File: src/rtl/uirq_pkg.sv
package uirq_pkg;
  localparam int NCAUSE  = 5;
  localparam int NMODEM  = 4;
  localparam int FILL_W  = 10;
  localparam int CODE_W  = 3;
  localparam int TH_W    = (1 << CODE_W) + 2;

  localparam int C_LS  = 0;
  localparam int C_RDA = 1;
  localparam int C_CTO = 2;
  localparam int C_TSA = 3;
  localparam int C_MS  = 4;

  localparam int EN_RX = 0;
  localparam int EN_TX = 1;
  localparam int EN_LS = 2;
  localparam int EN_MS = 3;
endpackage

File: src/rtl/uirq_cause.sv
module uirq_cause
  import uirq_pkg::*;
(
  input  logic              clk,
  input  logic              rst_n,
  input  logic [C_MS-1:0]   ev_in,
  input  logic [NMODEM-1:0] modem_lvl,
  input  logic              clr_valid,
  input  logic [NCAUSE-1:0] clr_mask,
  output logic [NCAUSE-1:0] cause,
  output logic [NMODEM-1:0] delta
);
  logic [NMODEM-1:0] lvl_q;
  logic [NMODEM-1:0] chg;
  logic [NCAUSE-1:0] set_v;
  logic [NCAUSE-1:0] clr_v;

  always_comb begin
    chg   = modem_lvl ^ lvl_q;
    set_v = {|chg, ev_in};
    clr_v = clr_valid ? clr_mask : '0;
  end

  always_ff @(posedge clk) begin
    if (!rst_n) begin
      cause <= '0;
      delta <= '0;
      lvl_q <= '0;
    end else begin
      lvl_q <= modem_lvl;
      cause <= (cause & ~clr_v) | set_v;
      delta <= (clr_v[C_MS] ? '0 : delta) | chg;
    end
  end

  p_set_wins_r4: assert property (@(posedge clk) disable iff (!rst_n)
    (set_v != '0) |=> ((cause & $past(set_v)) == $past(set_v)));

  p_clear_exact_r3: assert property (@(posedge clk) disable iff (!rst_n)
    ((clr_v & ~set_v) != '0) |=> ((cause & $past(clr_v & ~set_v)) == '0));

  p_hold_r2: assert property (@(posedge clk) disable iff (!rst_n)
    (set_v == '0 && clr_v == '0) |=> $stable(cause));

  p_delta_implies_ms_r7: assert property (@(posedge clk) disable iff (!rst_n)
    (delta != '0) |-> cause[C_MS]);

  p_delta_cleared_r8: assert property (@(posedge clk) disable iff (!rst_n)
    (clr_v[C_MS] && chg == '0) |=> (delta == '0));
endmodule

File: src/rtl/uirq_cfg.sv
module uirq_cfg
  import uirq_pkg::*;
(
  input  logic        clk,
  input  logic        rst_n,
  input  logic        we,
  input  logic [3:0]  be,
  input  logic [31:0] wdata,
  output logic [3:0]  en,
  output logic [3:0]  tx_code,
  output logic [3:0]  rx_code
);
  always_ff @(posedge clk) begin
    if (!rst_n) begin
      en      <= '0;
      tx_code <= '0;
      rx_code <= '0;
    end else if (we) begin
      if (be[0]) en <= wdata[3:0];
      if (be[2]) begin
        tx_code <= wdata[19:16];
        rx_code <= wdata[23:20];
      end
    end
  end

  p_cfg_hold_r11: assert property (@(posedge clk) disable iff (!rst_n)
    !we |=> ($stable(en) && $stable(tx_code) && $stable(rx_code)));
endmodule

File: src/rtl/uirq_thresh.sv
module uirq_thresh
  import uirq_pkg::*;
(
  input  logic [CODE_W-1:0] code,
  output logic [TH_W-1:0]   bytes_out
);
  always_comb begin
    bytes_out = '0;
    for (int k = 0; k < (1 << CODE_W); k++)
      if (code == CODE_W'(k)) bytes_out[k + 2] = 1'b1;
  end

  always_comb begin
    a_thresh_onehot_r12: assert ($onehot(bytes_out));
  end
endmodule

File: src/rtl/uart_irq_status.sv
module uart_irq_status
  import uirq_pkg::*;
#(
  parameter int ADDR_W   = 4,
  parameter int STAT_IDX = 0,
  parameter int CONF_IDX = 1
) (
  input  logic              clk,
  input  logic              rst_n,
  input  logic [ADDR_W-1:0] bus_addr,
  input  logic              bus_wr,
  input  logic [3:0]        bus_be,
  input  logic [31:0]       bus_wdata,
  output logic [31:0]       bus_rdata,
  input  logic              ls_evt,
  input  logic              rda_evt,
  input  logic              cto_evt,
  input  logic              tsa_evt,
  input  logic [3:0]        modem_lvl,
  input  logic [7:0]        line_stat,
  input  logic [9:0]        rx_fill,
  output logic              irq,
  output logic [9:0]        tx_thresh,
  output logic [9:0]        rx_thresh
);
  localparam logic [ADDR_W-1:0] A_STAT = ADDR_W'(STAT_IDX);
  localparam logic [ADDR_W-1:0] A_CONF = ADDR_W'(CONF_IDX);

  logic              stat_sel, conf_sel;
  logic [NCAUSE-1:0] cause;
  logic [NMODEM-1:0] delta;
  logic [3:0]        en, tx_code, rx_code;
  logic [31:0]       stat_word, conf_word;
  logic [TH_W-1:0]   th_out [2];
  logic [CODE_W-1:0] th_code [2];

  assign stat_sel = (bus_addr == A_STAT);
  assign conf_sel = (bus_addr == A_CONF);

  uirq_cause u_cause (
    .clk       (clk),
    .rst_n     (rst_n),
    .ev_in     ({tsa_evt, cto_evt, rda_evt, ls_evt}),
    .modem_lvl (modem_lvl),
    .clr_valid (bus_wr && stat_sel && bus_be[0]),
    .clr_mask  (bus_wdata[NCAUSE-1:0]),
    .cause     (cause),
    .delta     (delta)
  );

  uirq_cfg u_cfg (
    .clk     (clk),
    .rst_n   (rst_n),
    .we      (bus_wr && conf_sel),
    .be      (bus_be),
    .wdata   (bus_wdata),
    .en      (en),
    .tx_code (tx_code),
    .rx_code (rx_code)
  );

  assign th_code[0] = tx_code[CODE_W-1:0];
  assign th_code[1] = rx_code[CODE_W-1:0];

  for (genvar g = 0; g < 2; g++) begin : g_thresh
    uirq_thresh u_th (.code(th_code[g]), .bytes_out(th_out[g]));
  end

  assign tx_thresh = th_out[0];
  assign rx_thresh = th_out[1];

  assign irq = (cause[C_LS]  & en[EN_LS])
             | ((cause[C_RDA] | cause[C_CTO]) & en[EN_RX])
             | (cause[C_TSA] & en[EN_TX])
             | (cause[C_MS]  & en[EN_MS]);

  assign stat_word = {rx_fill[7:0], line_stat, modem_lvl, delta,
                      rx_fill[9:8], 1'b0, cause};
  assign conf_word = {8'h00, rx_code, tx_code, 12'h000, en};

  always_comb begin
    bus_rdata = '0;
    if (stat_sel)      bus_rdata = stat_word;
    else if (conf_sel) bus_rdata = conf_word;
  end

  p_irq_needs_enable_r5: assert property (@(posedge clk) disable iff (!rst_n)
    (en == '0) |-> !irq);

  p_rx_gate_r6: assert property (@(posedge clk) disable iff (!rst_n)
    (!en[EN_RX] && cause[C_LS] == 1'b0 && cause[C_TSA] == 1'b0 && cause[C_MS] == 1'b0)
      |-> !irq);
endmodule

File: config.mk
export PLATFORM = sky130hd
export DESIGN_NAME = uart_irq_status
export DESIGN_NICKNAME = d
export VERILOG_FILES = /design/src/rtl/uirq_pkg.sv /design/src/rtl/uirq_cause.sv /design/src/rtl/uirq_cfg.sv /design/src/rtl/uirq_thresh.sv /design/src/rtl/uart_irq_status.sv
export SDC_FILE = /design/constraint.sdc
export NUM_CORES = 1
export LEC_CHECK = 0
export ABC_CLOCK_PERIOD_IN_PS = 1590
export CAP_MARGIN = 20
export CORE_UTILIZATION = 32
export DETAILED_ROUTE_END_ITERATION = 8
export PLACE_DENSITY_LB_ADDON = 0.1
export RECOVER_POWER = 25
export REMOVE_ABC_BUFFERS = 1
export SLEW_MARGIN = 15
export SYNTH_ARGS = -nofsm -noshare
export SYNTH_HDL_FRONTEND = slang
export SYNTH_SLANG_ARGS = --single-unit
File: constraint.sdc
create_clock -name clk -period 1.59 [get_ports clk]
set_clock_uncertainty 0.05 [all_clocks]
set_input_delay 0.159 -clock clk [delete_from_list [all_inputs] [get_ports clk]]
set_output_delay 0.159 -clock clk [all_outputs]
set_load 0.01 [all_outputs]
==> impl_metrics.py, run 1 <==
metrics = {
    "synth": {
        "ys_seq_area_share_pct": 34.0,
        "synthMuxAreaShare_pct": 0,
        "synth_fa_ha_area_share_pct": 0,
        "ys.flop_type": "dfxtp_1",
        "synth_top_family_by_area": "simple AND/OR/NAND/NOR gates",
        "synth-compound-area-share_pct": 26.6,
        "synthSimpleGateAreaFrac_pct": 28.5,
        "synth-xor-area-share_pct": 2.38,
        "netlist_instances": 178,
        "syn_area_per_cell_um2": 8.26,
        "ys_types": 34,
        "synth-seq-cells": 25,
        "syn_area_um2": 1470,
        "async_reset_ff_share_pct": 0,
        "synth_edf_count": 0,
        "yosys_warnings": 0,
    },
    "finish": {
        "instances_no_fill": 341,
        "regArea_um2": 523,
        "fin_nets": 359,
        "post-route-util_pct": 59.9,
        "drive_above_1_share_pct": 19.7,
        "multi_input_area_um2": 892,
        "syn_to_final_growth_pct": 78.7,
        "fill_cells": 432,
        "postLayoutCellArea_um2": 2630,
        "diodes": 0,
    },
    "setup_path": {
        "end_kind": "output pin",
        "slowest_delay_ns": 0.35,
        "crit_buf_inv": 1,
        "critPathTopFamily": "compound AO/OA/AOI/OAI gates",
        "crit_path_max_fanout": 3,
        "worstSetupPathType": "flip-flop to output pin",
        "cp_cell_sequence": "a222oi_1 > nand2_1 > dlygate4sd2_1",
        "critPathArrivalTime_ns": 1.35,
        "cp_data_required_time_ns": 1.38,
        "slowest_stage": "a222oi_1",
        "start_kind": "flip-flop",
    },
    "sta": {
        "max_freq_mhz": 642,
        "tightest_slew_ns": 0.913,
        "fin_ws_ns": 0.0331,
        "fin_crit_ns": 1.56,
        "hold_viol_final": 0,
        "setup_violations": 0,
        "slew_violations": 0,
        "fin_crit_sh_pct": 97.9,
        "relSlewSlack_pct": 39.2,
        "fin_setup_tns_ns": 0,
        "grt_setup_unrepaired": "false",
        "timing.hold.ws_ns": 0.417,
    },
    "placed_design": {
        "place_ws_ns": -0.564,
        "place_inst": 327,
        "place_area_um2": 2560,
        "numPortBuffers": 95,
        "place.gp.congestion": 0.805,
        "hpwl_um": 3040,
    },
    "detailed_routing": {
        "drc": 0,
        "first_pass_iters": 4,
        "drtIter0Drc": 70,
        "viasPerCell": 4.80,
        "vias": 1638,
        "ant_nets": 0,
        "routedWlPerCell_um": 12.5,
        "routed_wl_um": 4250,
    },
    "clock_network": {
        "clk_path_buf_depth": 2,
        "cts_root_buffer": "clkbuf_8",
        "h-tree-depth": 1,
        "cts.clk_slew.worst_paths_ns": 0.08,
        "clock_latency_ns": 0.26,
        "cts-hold-fix-buffers": 0,
        "cts_tree": "done",
        "clock-sinks": 25,
        "numCtsBuffers": 3,
    },
    "die": {
        "pin_count": 122,
        "core_area_um2": 4380,
        "rows": 24,
        "die_area_um2": 4870,
        "die_h_um": 69.8,
        "fp.dieW_um": 69.8,
        "initial_utilization_pct": 33.5,
    },
    "grt": {
        "grt_use_total_pct": 16.9,
        "antenna_found_initial": 0,
        "grt_max_degree": 26,
        "grt_pass1_vias": 1469,
        "grt_overflow": 0,
        "grt_first_pass_wirelength_um": 6840,
    },
    "power": {
        "pwr_density_cell_nw_per_um2": 501,
        "p_leak_nw": 1.25,
        "total_power_mw": 1.32,
        "ir_drop_uv": 344,
    },
    "worst_hold_path": {
        "min_path_type": "input port to flip-flop",
    },
    "outcome": {
        "status": "finished clean",
    },
    "run": {
        "cap_violations": 0,
    },
}
## synth_stat cells, types with 2 or more instances
cell	count	share of area, %
o21ai_1	8	2.7
clkbuf_1	13	3.3
nor3_1	2	0.68
a31oi_1	4	1.7
a21boi_1	14	7.1
inv_1	4	1.0
buf_2	3	1.0
o21ai_0	9	3.1
buf_4	5	2.6
and3b_1	4	2.4
o21a_1	6	3.1
and3_1	2	0.85
xnor2_1	4	2.4
nand3_1	12	4.1
a22o_1	12	7.1
and2_1	23	9.8
dfxtp_1	25	34
nor2_1	3	0.77
a21boi_0	2	1.0
nor3b_1	6	3.1
nand2_1	4	1.0
## logic make-up after synthesis
group                  count (synthesis)
AO/OA/AOI/OAI                         56
other                                  1
buffers and inverters                 26
flip-flops                            25
XOR/XNOR                               4
AND/OR/NAND/NOR                       66
## final timing paths
kind / from / end / slack (ns) / cells after the start
setup / recovery: u_cause.cause[3]$_SDFF_PN0_ / irq / 0.03 / 3
hold / removal: bus_wdata[20] / u_cfg.rx_code[0]$_SDFFE_PN0P_ / 0.42 / 3
hold reg to reg: u_cause.delta[2]$_SDFF_PN0_ / u_cause.delta[2]$_SDFF_PN0_ / 0.43 / 2
setup reg to reg: u_cause.lvl_q[1]$_SDFF_PN0_ / u_cause.cause[4]$_SDFF_PN0_ / 0.61 / 3
## placed cells by master (no fill, tap or decap), types with 5 or more instances in the layout
| cell | count |
|---|---|
| o21ai_0 | 9 |
| a21boi_0 | 11 |
| clkdlybuf4s50_1 | 45 |
| nor3b_1 | 5 |
| o21ai_1 | 8 |
| dlygate4sd2_1 | 29 |
| conb_1 | 5 |
| a21boi_1 | 5 |
| a22o_1 | 12 |
| o21a_1 | 6 |
| dfxtp_1 | 19 |
| dfxtp_4 | 6 |
| buf_4 | 26 |
| clkbuf_2 | 11 |
| and2_1 | 23 |
| nand3_1 | 12 |
## power by group
group          total (mW)  switching (mW)  internal [mW]
Sequential          0.658          0.0156          0.643
Combinational       0.297           0.111          0.186
Clock               0.360           0.182          0.179
Total                1.32           0.308           1.01
## cell type report
class	instances	share of cell area (%)
clock buffers	4	1.71
repair buffers	125	41.4
inverters	4	0.571
multi-input cells	131	34.0
well taps	52	2.48
flip-flops and latches	25	19.9
## registers in the layout (all words and copies together) (netlist names)
signal         flops
u_cause.cause      5
u_cause.delta      4
u_cause.lvl_q      4
u_cfg.en           4
u_cfg.rx_code      4
u_cfg.tx_code      4
## worst reg2reg max path: stages, from the launching register on
cell and delay, ns:
dfxtp_1 0.31, xnor2_1 0.22, nand4_1 0.11, o21a_1 0.19
## layer usage
metal  global-route usage [%]  wire [um]  vias up
met1                     25.2       2090      720
li1                         -          -      845
met5                        0          0        -
met4                     3.33         22        0
met3                     2.91        337        2
met2                     25.4       1810       71
## what timing repair did
item                                    in CTS  in global routing
cloned                                       1                  0
gates resized for setup                     87                 18
endpoints found under the setup margin      56                 19
pin swaps                                    2                  1
setup buffers                                4                  5
(Power assumes the default switching activity.)
==> run 2: changes to the inputs <==
ABC_AREA = 1   (was unset)
CELL_PAD_IN_SITES_DETAIL_PLACEMENT = 2   (was unset)
CELL_PAD_IN_SITES_GLOBAL_PLACEMENT = 2   (was unset)
CORE_UTILIZATION = 27   (was 32)
DONT_BUFFER_PORTS = 1   (was unset)
==> impl_metrics.py, run 2 <==
metrics = {
    "power": {
        "p_leak_nw": 0.977,
        "ir_drop_uv": 386,
        "pwr_density_cell_nw_per_um2": 652,
        "total_power_mw": 1.26,
    },
    "finish": {
        "regArea_um2": 500,
        "multi_input_area_um2": 747,
        "layout_common_cells": "nand2_1, inv_1, nor2_1",
        "fill_cells": 663,
        "fin_nets": 353,
        "diodes": 0,
        "instances_no_fill": 353,
        "drive_above_1_share_pct": 9.19,
        "post-route-util_pct": 37.0,
        "regMostFlops": "u_cause.cause",
        "syn_to_final_growth_pct": 29.0,
        "largest_reg_flops": 5,
        "postLayoutCellArea_um2": 1930,
        "final_common_cell": "nand2_1",
    },
    "die": {
        "initial_utilization_pct": 28.7,
        "die_area_um2": 5830,
        "core_area_um2": 5200,
        "rows": 26,
        "die_h_um": 76.4,
        "fp.dieW_um": 76.4,
        "pin_count": 122,
    },
    "grt": {
        "antenna_found_initial": 0,
        "grt_max_degree": 20,
        "grt_first_pass_wirelength_um": 8290,
        "grt_overflow": 0,
        "grt_use_total_pct": 17.6,
        "grt_pass1_vias": 1751,
    },
    "setup_path": {
        "worstSetupPathType": "flip-flop to output pin",
        "critPathTopFamily": "simple AND/OR/NAND/NOR gates",
        "crit_buf_inv": 1,
        "slowest_stage": "nor3_1",
        "r2r-start": "u_cfg.tx_code[1]$_SDFFE_PN0P_",
        "cp_data_required_time_ns": 1.38,
        "cp_cell_sequence": "inv_1 > nor3_1",
        "r2r_cells": 4,
        "slowest_delay_ns": 0.43,
        "critPathArrivalTime_ns": 1.23,
        "crit_path_max_fanout": 6,
        "start_kind": "flip-flop",
        "r2r_slack_ns": 0.68,
        "reg2reg_to": "u_cfg.tx_code[1]$_SDFFE_PN0P_",
        "end_kind": "output pin",
    },
    "synth": {
        "synth_edf_count": 0,
        "netlist_instances": 246,
        "ys_types": 23,
        "ys.flop_type": "dfxtp_1",
        "async_reset_ff_share_pct": 0,
        "synth-seq-cells": 25,
        "yosys_warnings": 0,
        "netlist_top_cells_area": "dfxtp_1, nand2_1, inv_1",
        "syn_area_um2": 1490,
        "yosysTopAreaCellShare_pct": 33.5,
        "ys_seq_area_share_pct": 33.5,
        "synth_common_cells": "nand2_1, inv_1, nor2_1",
        "syn_area_per_cell_um2": 6.07,
        "synth.most_common_cell": "nand2_1",
        "synth.largest_area_cell": "dfxtp_1",
    },
    "worst_hold_path": {
        "min-delay-start": "modem_lvl[0]",
        "whs_endpoint": "u_cause.delta[0]$_SDFF_PN0_",
        "hold_path_depth": 3,
        "min_path_type": "input port to flip-flop",
    },
    "clock_network": {
        "cts_tree": "done",
        "ctsResizeCount": 0,
        "cts.clk_slew.worst_paths_ns": 0.09,
        "numCtsBuffers": 3,
        "clock-sinks": 25,
        "h-tree-depth": 1,
        "clock_latency_ns": 0.27,
        "cts_root_buffer": "clkbuf_8",
        "clk_path_buf_depth": 2,
    },
    "detailed_routing": {
        "drc": 0,
        "ant_nets": 0,
        "routedWlPerCell_um": 14.2,
        "first_pass_iters": 6,
        "viasPerCell": 4.67,
        "routed_wl_um": 5000,
        "vias": 1647,
        "drtIter0Drc": 58,
    },
    "placed_design": {
        "hpwl_um": 3740,
        "place_inst": 324,
        "place_area_um2": 1640,
        "place.gp.congestion": 0.709,
        "place_ws_ns": 0.179,
        "numPortBuffers": 0,
    },
    "sta": {
        "fin_crit_sh_pct": 90.3,
        "setup_violations": 0,
        "max_freq_mhz": 697,
        "relSlewSlack_pct": 66.8,
        "fin_crit_ns": 1.44,
        "grt_setup_unrepaired": "false",
        "hold_viol_final": 0,
        "fin_ws_ns": 0.154,
        "slew_violations": 0,
        "tightest_slew_ns": 0.496,
        "fin_setup_tns_ns": 0,
        "timing.hold.ws_ns": 0.0597,
    },
    "run": {
        "cap_violations": 0,
    },
    "outcome": {
        "status": "finished clean",
    },
}
[run 2: power by group]
| part | internal (mW) | total, mW | switching [mW] |
|---|---|---|---|
| Combinational | 0.0866 | 0.200 | 0.113 |
| Clock | 0.179 | 0.387 | 0.208 |
| Sequential | 0.653 | 0.669 | 0.0165 |
| Total | 0.919 | 1.26 | 0.337 |
[run 2: layout make-up]
| type | count | share of cell area [%] |
|---|---|---|
| multi-input cells | 166 | 38.8 |
| flip-flops and latches | 25 | 26.0 |
| repair buffers | 42 | 19.4 |
| inverters | 46 | 8.96 |
| well taps | 70 | 4.55 |
| clock buffers | 4 | 2.34 |
[run 2: layer usage]
layer,wire [um],track usage (%),vias up
met3,221,3.35,2
met1,2150,20.1,788
met4,17,2.88,0
li1,-,-,814
met5,0,0,-
met2,2610,33.8,43
[run 2: worst max-delay path by stage]
stage	startpoint	endpoint	slack [ns]	cells past startpoint
after CTS	u_cfg.tx_code[1]$_SDFFE_PN0P_	tx_thresh[8]	0.17	2
final	u_cfg.rx_code[0]$_SDFFE_PN0P_	rx_thresh[7]	0.15	2
after global placement	bus_addr[3]	bus_rdata[4]	0.23	5
after detailed placement	bus_addr[3]	bus_rdata[2]	0.18	4
after floorplan	bus_addr[3]	bus_rdata[0]	0.08	3
after global routing	u_cfg.rx_code[1]$_SDFFE_PN0P_	bus_rdata[21]	0.05	3
[run 2: cells by family after synthesis]
family	count (synthesis)	synth area share, %
compound gates	23	7.96
flops	25	33.5
buf+inv	59	17.5
other cells	1	0.251
simple gates	138	40.8
[run 2: repair_timing]
item / CTS / global route
hold buffers: 25 / 0
buffers inserted: 0 / 0
endpoints found under the hold margin: 20 / 0
[run 2: worst min-delay path, cell delays in order]
cell and delay (ns):
nand2_1 0.03, nand2_1 0.08, a21oi_1 0.06
==> run 3: changes to the inputs <==
TNS_END_PERCENT = 10   (was unset)
==> results of run 3 <==
Same layout as run 2: the final DEF is identical, and so are final timing and power.
